$ cat config.mk
export PLATFORM = sky130hd
export DESIGN_NAME = eb_builder
export DESIGN_NICKNAME = d
export VERILOG_FILES = /design/src/rtl/eb_pkg.sv /design/src/rtl/eb_budget.sv /design/src/rtl/eb_sequencer.sv /design/src/rtl/eb_builder.sv
export SDC_FILE = /design/constraint.sdc
export NUM_CORES = 1
export LEC_CHECK = 0
export BUFFER_PORTS_ARGS = -buffer_cell sky130_fd_sc_hd__buf_2
export CORE_MARGIN = 2
export CORE_UTILIZATION = 57
export CTS_BUF_LIST = sky130_fd_sc_hd__clkbuf_4 sky130_fd_sc_hd__clkbuf_8 sky130_fd_sc_hd__clkbuf_16
export CTS_CLUSTER_DIAMETER = 120
export CTS_CLUSTER_SIZE = 28
export DETAILED_ROUTE_END_ITERATION = 7
export GPL_ROUTABILITY_DRIVEN = 0
export PLACE_DENSITY = 0.92
export RECOVER_POWER = 100
export SYNTH_ARGS = -nofsm -noshare
export SYNTH_HDL_FRONTEND = slang
export SYNTH_HIERARCHICAL = 1
export SYNTH_SLANG_ARGS = --single-unit
$ cat constraint.sdc
create_clock -name clk -period 5 [get_ports clk]
set_input_delay 1 -clock clk [delete_from_list [all_inputs] [get_ports clk]]
set_output_delay 1 -clock clk [all_outputs]
set_load 0.02 [all_outputs]
$ cat src/rtl/eb_pkg.sv
// Shared types and word formatting for the event frame builder.
// Assumes a 16-bit output word with the kind encoded in the top bits.
package eb_pkg;

    typedef enum logic [2:0] {
        ST_IDLE,
        ST_HDR0,
        ST_HDR1,
        ST_GHDR,
        ST_HITS,
        ST_ENDER
    } eb_state_t;

    // First event header: kind 01 and the event number
    function automatic logic [15:0] mk_hdr0(input logic [13:0] ev);
        return {2'b01, ev};
    endfunction

    // Second event header: kind 001 and the board identifier
    function automatic logic [15:0] mk_hdr1(input logic [4:0] bid);
        return {3'b001, bid, 8'h00};
    endfunction

    // Group header: kind 10 and the 5-bit board/group id
    function automatic logic [15:0] mk_ghdr(input logic [4:0] id);
        return {2'b10, 9'h000, id};
    endfunction

    // Hit word: kind 11 and the upstream payload
    function automatic logic [15:0] mk_hit(input logic [13:0] w);
        return {2'b11, w};
    endfunction

    // Ender: kind 000 (same as an empty word) plus the truncation flag
    function automatic logic [15:0] mk_ender(input logic tr);
        return {3'b000, tr, 12'h000};
    endfunction

endpackage

$ cat src/rtl/eb_budget.sv
// Per-event hit budget tracker.
// Counts stored hits, reports whether room is left, and keeps a sticky
// truncation flag once a hit has been dropped. Cleared on each new event.
module eb_budget #(
    parameter int MAX_HITS = 123
) (
    input  logic clk,
    input  logic rst_n,
    input  logic clear,
    input  logic hit_take,
    output logic room,
    output logic trunc
);
    localparam int CW = $clog2(MAX_HITS + 1);

    logic [CW-1:0] count;

    assign room = (count < CW'(MAX_HITS));

    // Count stored hits and latch truncation on the first dropped hit
    always_ff @(posedge clk) begin
        if (!rst_n) begin
            count <= '0;
            trunc <= 1'b0;
        end else if (clear) begin
            count <= '0;
            trunc <= 1'b0;
        end else if (hit_take) begin
            if (room) count <= count + 1'b1;
            else      trunc <= 1'b1;
        end
    end

endmodule

$ cat src/rtl/eb_sequencer.sv
// Framing sequencer for one event.
// Steps through headers, group headers, hit phases and section enders.
// Assumes groups arrive in order, each closed by one end marker beat.
module eb_sequencer
    import eb_pkg::*;
#(
    parameter int N_SECT       = 3,
    parameter int GRP_PER_SECT = 4,
    parameter int GW           = $clog2(N_SECT * GRP_PER_SECT + 1)
) (
    input  logic            clk,
    input  logic            rst_n,
    input  logic            trig_fire,
    input  logic            word_done,
    input  logic            grp_end,
    output eb_state_t       state,
    output logic [GW-1:0]   grp_idx
);
    localparam int NGRP = N_SECT * GRP_PER_SECT;
    localparam int SW   = $clog2(GRP_PER_SECT + 1);

    logic [SW-1:0] sect_pos;

    // Advance the framing state on each completed step
    always_ff @(posedge clk) begin
        if (!rst_n) begin
            state    <= ST_IDLE;
            grp_idx  <= '0;
            sect_pos <= '0;
        end else begin
            case (state)
                ST_IDLE:  if (trig_fire) state <= ST_HDR0;
                ST_HDR0:  if (word_done) state <= ST_HDR1;
                ST_HDR1: if (word_done) begin
                    state    <= ST_GHDR;
                    grp_idx  <= '0;
                    sect_pos <= '0;
                end
                ST_GHDR:  if (word_done) state <= ST_HITS;
                ST_HITS: if (grp_end) begin
                    grp_idx <= grp_idx + 1'b1;
                    if (sect_pos == SW'(GRP_PER_SECT - 1)) begin
                        sect_pos <= '0;
                        state    <= ST_ENDER;
                    end else begin
                        sect_pos <= sect_pos + 1'b1;
                        state    <= ST_GHDR;
                    end
                end
                ST_ENDER: if (word_done) begin
                    if (grp_idx == GW'(NGRP)) state <= ST_IDLE;
                    else                      state <= ST_GHDR;
                end
                default: state <= ST_IDLE;
            endcase
        end
    end

endmodule

$ cat src/rtl/eb_builder.sv
// Event frame builder top.
// Accepts a trigger, frames the incoming grouped hit stream into a
// 16-bit word stream, and truncates hits beyond the budget while keeping
// every header and ender. Output and hit input use valid/ready.
module eb_builder
    import eb_pkg::*;
#(
    parameter int N_SECT       = 3,
    parameter int GRP_PER_SECT = 4,
    parameter int MAX_HITS     = 123,
    parameter int BOARD_ID     = 5,
    parameter int GRP_BASE     = 0
) (
    input  logic        clk,
    input  logic        rst_n,
    input  logic        trig_valid,
    output logic        trig_ready,
    input  logic [13:0] trig_evnum,
    input  logic        hit_valid,
    output logic        hit_ready,
    input  logic        hit_end,
    input  logic [13:0] hit_word,
    output logic        out_valid,
    input  logic        out_ready,
    output logic [15:0] out_data
);
    localparam int NGRP = N_SECT * GRP_PER_SECT;
    localparam int GW   = $clog2(NGRP + 1);

    eb_state_t      state;
    logic [GW-1:0]  grp_idx;
    logic [13:0]    ev_q;
    logic           room;
    logic           trunc;
    logic           trig_fire;
    logic           word_done;
    logic           grp_end;
    logic           hit_take;
    logic           in_hits;

    assign trig_ready = (state == ST_IDLE);
    assign trig_fire  = trig_valid && trig_ready;
    assign in_hits    = (state == ST_HITS);
    assign word_done  = out_valid && out_ready;
    assign grp_end    = in_hits && hit_valid && hit_end;
    assign hit_take   = in_hits && hit_valid && !hit_end && hit_ready;

    // Capture the event number when a trigger is accepted
    always_ff @(posedge clk) begin
        if (!rst_n)         ev_q <= '0;
        else if (trig_fire) ev_q <= trig_evnum;
    end

    // Pick the output word and the hit stream ready for the current step
    always_comb begin
        out_valid = 1'b0;
        out_data  = 16'h0000;
        hit_ready = 1'b0;
        case (state)
            ST_HDR0: begin
                out_valid = 1'b1;
                out_data  = mk_hdr0(ev_q);
            end
            ST_HDR1: begin
                out_valid = 1'b1;
                out_data  = mk_hdr1(5'(BOARD_ID));
            end
            ST_GHDR: begin
                out_valid = 1'b1;
                out_data  = mk_ghdr(5'(GRP_BASE) + 5'(grp_idx));
            end
            ST_HITS: begin
                out_valid = hit_valid && !hit_end && room;
                out_data  = mk_hit(hit_word);
                hit_ready = (hit_end || !room) ? 1'b1 : out_ready;
            end
            ST_ENDER: begin
                out_valid = 1'b1;
                out_data  = mk_ender(trunc);
            end
            default: ;
        endcase
    end

    eb_sequencer #(
        .N_SECT       (N_SECT),
        .GRP_PER_SECT (GRP_PER_SECT),
        .GW           (GW)
    ) u_seq (
        .clk       (clk),
        .rst_n     (rst_n),
        .trig_fire (trig_fire),
        .word_done (word_done),
        .grp_end   (grp_end),
        .state     (state),
        .grp_idx   (grp_idx)
    );

    eb_budget #(
        .MAX_HITS (MAX_HITS)
    ) u_budget (
        .clk      (clk),
        .rst_n    (rst_n),
        .clear    (trig_fire),
        .hit_take (hit_take),
        .room     (room),
        .trunc    (trunc)
    );

endmodule

==> Word level (Yosys, flattened, before mapping) <==
Cells that the tools add are included.
Widths: inputs -> output; s select.
{ "classes": {"n_addsub": 3, "magnitude_cmp": 1, "eq_ne": 13, "muxes": 20, "bitwise_logic": 2, "reduce_logical": 19} }
{ "ops": {"columns": ["op", "count"], "rows": [
  ["$pmux 16 s5", 1],
  ["$mux 3", 10],
  ["$pmux 3 s6", 1],
  ["$ne 2x1->1 const B", 5],
  ["$eq 3x2->1 const B", 3],
  ["$logic_and 1x1->1", 8],
  ["$mux 4", 2],
  ["$pmux 4 s2", 1],
  ["$add 7x1->7 const B", 1],
  ["$lt 7x7->1 const B", 1],
  ["$eq 3x3->1 const B", 2],
  ["$pmux 3 s2", 1],
  ["$reduce_and 6->1", 1],
  ["$add 4x1->4 const B", 1],
  ["$eq 4x4->1 const B", 1],
  ["$reduce_and 2->1", 2],
  ["$reduce_or 4->1", 1],
  ["$add 3x1->3 const B", 1],
  ["$eq 3x1->1 const B", 1],
  ["$logic_not 3->1", 1],
  ["$reduce_and 3->1", 1],
  ["$logic_not 1->1", 2],
  ["$mux 1", 2],
  ["$mux 2", 1],
  ["other kinds (6)", 7]
]} }
{ "word_totals": {"reg_bits": 32, "out_inout_bits": 19} }

==> Longest topological paths before layout <==
{ "logic_depth": {"word_depth": 7, "depth_mapped": 9, "depth_no_buf": 8} }

==> By module <==
Netlist, hierarchy kept.
{ "by_module_without_submodules": {"columns": ["mod", "n_inst", "cells_each", "area_each_um2"], "rows": [
  ["eb_builder", 1, 124, 1009.7],
  ["eb_sequencer", 1, 74, 618.1],
  ["eb_budget", 1, 44, 414.1]
]} }

==> Worst setup path before layout <==
Ideal clock, no wire load.
{ "synth_path": {"path_kind": "input to output", "from": "input port hit_word[0]", "to": "output port out_data[0]", "arrival_time_ns": 1.638, "path_slack_ns": 2.362, "path_stages": 2, "n_path_buf": 0, "path_cell_list": "inv_1 o32ai_1"} }
{ "synth_between": {"elab_chain_len": 1} }
{ "synth_rtl": {"columns": ["element", "line", "source"], "rows": [
  ["start: declaration", "eb_builder.sv:22", "input logic [13:0] hit_word,"],
  ["$pmux 16 s5", "eb_builder.sv:59", "case (state)"],
  ["end: declaration", "eb_builder.sv:25", "output logic [15:0] out_data"]
]} }
Every way passes these cells.

==> Worst setup path in the final report <==
{ "layout_path": {"from": "register u_seq.state[2]", "to": "output port out_data[13]"} }
{ "layout_between": {"elab_chain_len": 2} }
{ "layout_rtl": {"columns": ["element", "line", "source"], "rows": [
  ["start: declaration", "eb_sequencer.sv:16", "output eb_state_t state,"],
  ["start signal: assignment", "eb_sequencer.sv:27", "state <= ST_IDLE;"],
  ["start signal: assignment", "eb_sequencer.sv:32", "ST_IDLE: if (trig_fire) state <= ST_HDR0;"],
  ["start signal: assignment", "eb_sequencer.sv:33", "ST_HDR0: if (word_done) state <= ST_HDR1;"],
  ["$eq 3x3->1, or another cell as far along", "eb_builder.sv:59", null],
  ["$pmux 16 s5 *", "eb_builder.sv:59", null]
]} }
Every way passes the cells marked *; elsewhere a longest branch is shown, timed or not.

==> reports/qor.json <==
{
  "run_status": "complete, no violations",
  "yosysTopAreaCellShare_pct": 31.4,
  "setup_repair_after_global_routing_missed_its_margin": "no",
  "tightestPinTransition_ps": 1190,
  "wirelength_um": 4680,
  "wl_per_cell_um": 13.9,
  "post-synth-top-count-cell": "nand2_1",
  "n_antenna_cell": 0,
  "syn_inst": 242,
  "synth_warnings": 6,
  "cts.reportedPaths.clkPinSlew_ps": 90,
  "ir_worst_vdd_v": 0.000271,
  "hold_slack_ps": 436,
  "timing.critical_path.from_type": "flip-flop",
  "postSynthRegisterBits": 32,
  "ioPinCount": 53,
  "postCtsResizedCells": 0,
  "total_count_of_max_transition_violations_in_the_final_report": 0,
  "dp_hpwl_um": 3360,
  "numCtsBuffers": 5,
  "min-delay-start": "u_seq/sect_pos[2]",
  "post-cts-setup-buffers": 0,
  "number_of_global_route_vias_before_repair": 1803,
  "detailedRoute.firstIterationViolations": 106,
  "antenna_found_initial": 0,
  "crit_path_max_fanout": 37,
  "clk_path_buf_depth": 2,
  "fraction_of_final_layout_cells_with_drive_strength_greater_than_1_pct": 17.6,
  "cellPowerDensity_nw_per_um2": 363,
  "cp.required_ps": 4000,
  "vias": 1934,
  "setup_viol_count_final": 0,
  "cts-root-buf": "clkbuf_4",
  "final_antenna_net_count": 0,
  "setup.worst_path.start": "u_seq/state[2]",
  "synthesis.area_um2": 2040,
  "grt_pass1_wl_um": 7700,
  "final_hold_viol_count": 0,
  "synth_commonest_cells": "nand2_1 (38), dfxtp_1 (32), mux2i_1 (20)",
  "sequential_fraction_of_the_synthesis_area_pct": 31.4,
  "dieHeight_um": 63.9,
  "synth_top_area_cell": "dfxtp_1",
  "fp.dieArea_um2": 4080,
  "period_minus_slack_ps": 3880,
  "synth_async_sr_flop_share_pct": 0,
  "synthesis.nets": 280,
  "placed_instance_count": 328,
  "grt_max_degree": 38,
  "arrival_ps": 2880,
  "route.detailed.vias_per_inst": 5.76,
  "fmax_mhz": 258,
  "drt_pass1_iterations": 4,
  "top_post_synthesis_cells_by_area": "dfxtp_1 (31%), mux2i_1 (9.8%), nand2_1 (7.0%)",
  "layout.nets": 327,
  "cts_hold_buffers": 0,
  "finish.cell_count_without_fillers": 336,
  "crit_path_category": "reg2out",
  "aggregate_negative_setup_slack_ps": 0,
  "flow.area_growth_from_synthesis_pct": 13.2,
  "cell_row_count": 21,
  "initial_core_utilization_pct": 60.2,
  "end_kind": "output port",
  "clock_sink_count": 32,
  "final_min_period_over_clock_period_pct": 77.6,
  "clk_latency_ps": 340,
  "synth.lib_cells_used.distinct": 57,
  "timing.hold.worst.class": "reg2reg",
  "fin_worst_skew_ps": 7.96,
  "port_buffers": 52,
  "globalRouteTotalUtil_pct": 24.1,
  "finish.utilization_pct": 68.2,
  "tritoncts": "done",
  "grt_overflow_total": 0,
  "die_width_um": 63.9,
  "synthesis.area_per_instance_um2": 8.44,
  "nFillCells": 281,
  "worstReg2RegStart": "u_seq/state[2]",
  "synth_enable_flop_cells": 0,
  "remaining_drc_errors": 0,
  "placeable_core_area_um2": 3390,
  "h-tree-depth": 2,
  "timing.max_cap.violations": 0,
  "p_leak_nw": 0.916,
  "report.power.total_uw": 840,
  "slew_headroom_pct": 20.4,
  "synth_flop_cell": "dfxtp_1"
}
[worst max-delay path, cell delays in order, from the launching register on]
cell      delay [ps]
dfxtp_1          980
nor3b_1         1030
a221o_1          290
clkbuf_1         230
[kinds of logic after synthesis]
logic type | count (synthesis) | synth area share [%]
and+or+nand+nor | 104 | 30.3
AOI/OAI and AO/OA | 54 | 18.8
DFF | 32 | 31.4
buffers and inverters | 25 | 5.94
muxes | 20 | 9.80
adders and majority gates | 4 | 2.45
xor gates and xnor gates | 3 | 1.29
[stage by stage]
step	instance area, µm²	setup WS [ps]
2_1_floorplan	2040	2360
3_3_place_gp	2300	2000
3_5_place_dp	2300	1910
4_1_cts	2360	1540
5_1_grt	2310	870
6_report	2310	1120
[placed cells by master (no fill, tap or decap), types with 3 or more instances in the layout]
cell       count
o21ai_0        6
clkbuf_1      20
clkbuf_4       7
nor2_1         9
a221o_1        3
nor3_1         3
a21oi_1       15
and2b_1        4
mux2i_1       20
a31oi_1        4
inv_1         10
o2bb2ai_1      3
ha_1           4
xnor2_1        3
buf_2         33
nor2b_1        4
nor3b_1        4
dfxtp_1       32
nand2b_1       5
nand3_1        3
o32ai_1        3
a211oi_1       4
nand2_1       38
nand3b_1      15
[power by group]
group	switching (mW)	total (mW)	leakage, nW	internal (mW)
clock network	0.0842	0.164	0.0394	0.0802
registers	0.0204	0.304	0.260	0.283
logic	0.231	0.372	0.617	0.141
[state kept, by name, summed over array words and instances, names as in the netlist]
signal / flops
u_seq/sect_pos: 3
u_budget/count: 7
ev_q: 14
u_budget/trunc: 1
u_seq/state: 3
u_seq/grp_idx: 4
[path summary, 6_finish.rpt]
check	to	slack, ps	cells after the start
max	out_data[13]	1120	3
min	u_seq/sect_pos[2]	440	2
max reg2reg	u_seq/state[0]	1610	6
min reg2reg	u_seq/sect_pos[2]	440	2
[cell type report]
cell class	instances	area, µm²	share of cell area (%)
Multi-Input combinational cell	185	1250	54.2
Timing Repair Buffer	55	255	11.0
Inverter	10	37.5	1.62
Tap cell	46	57.6	2.49
Clock buffer	8	66.3	2.87
Sequential cell	32	641	27.7
[layer usage]
layer	wire length, µm	vias up	global-route usage, %
met2	2340	44	40.9
met4	75	0	10.6
met5	0	-	0
li1	-	971	-
met1	2040	912	27.5
met3	225	7	7.75
Power figures use the tool's default switching activity.
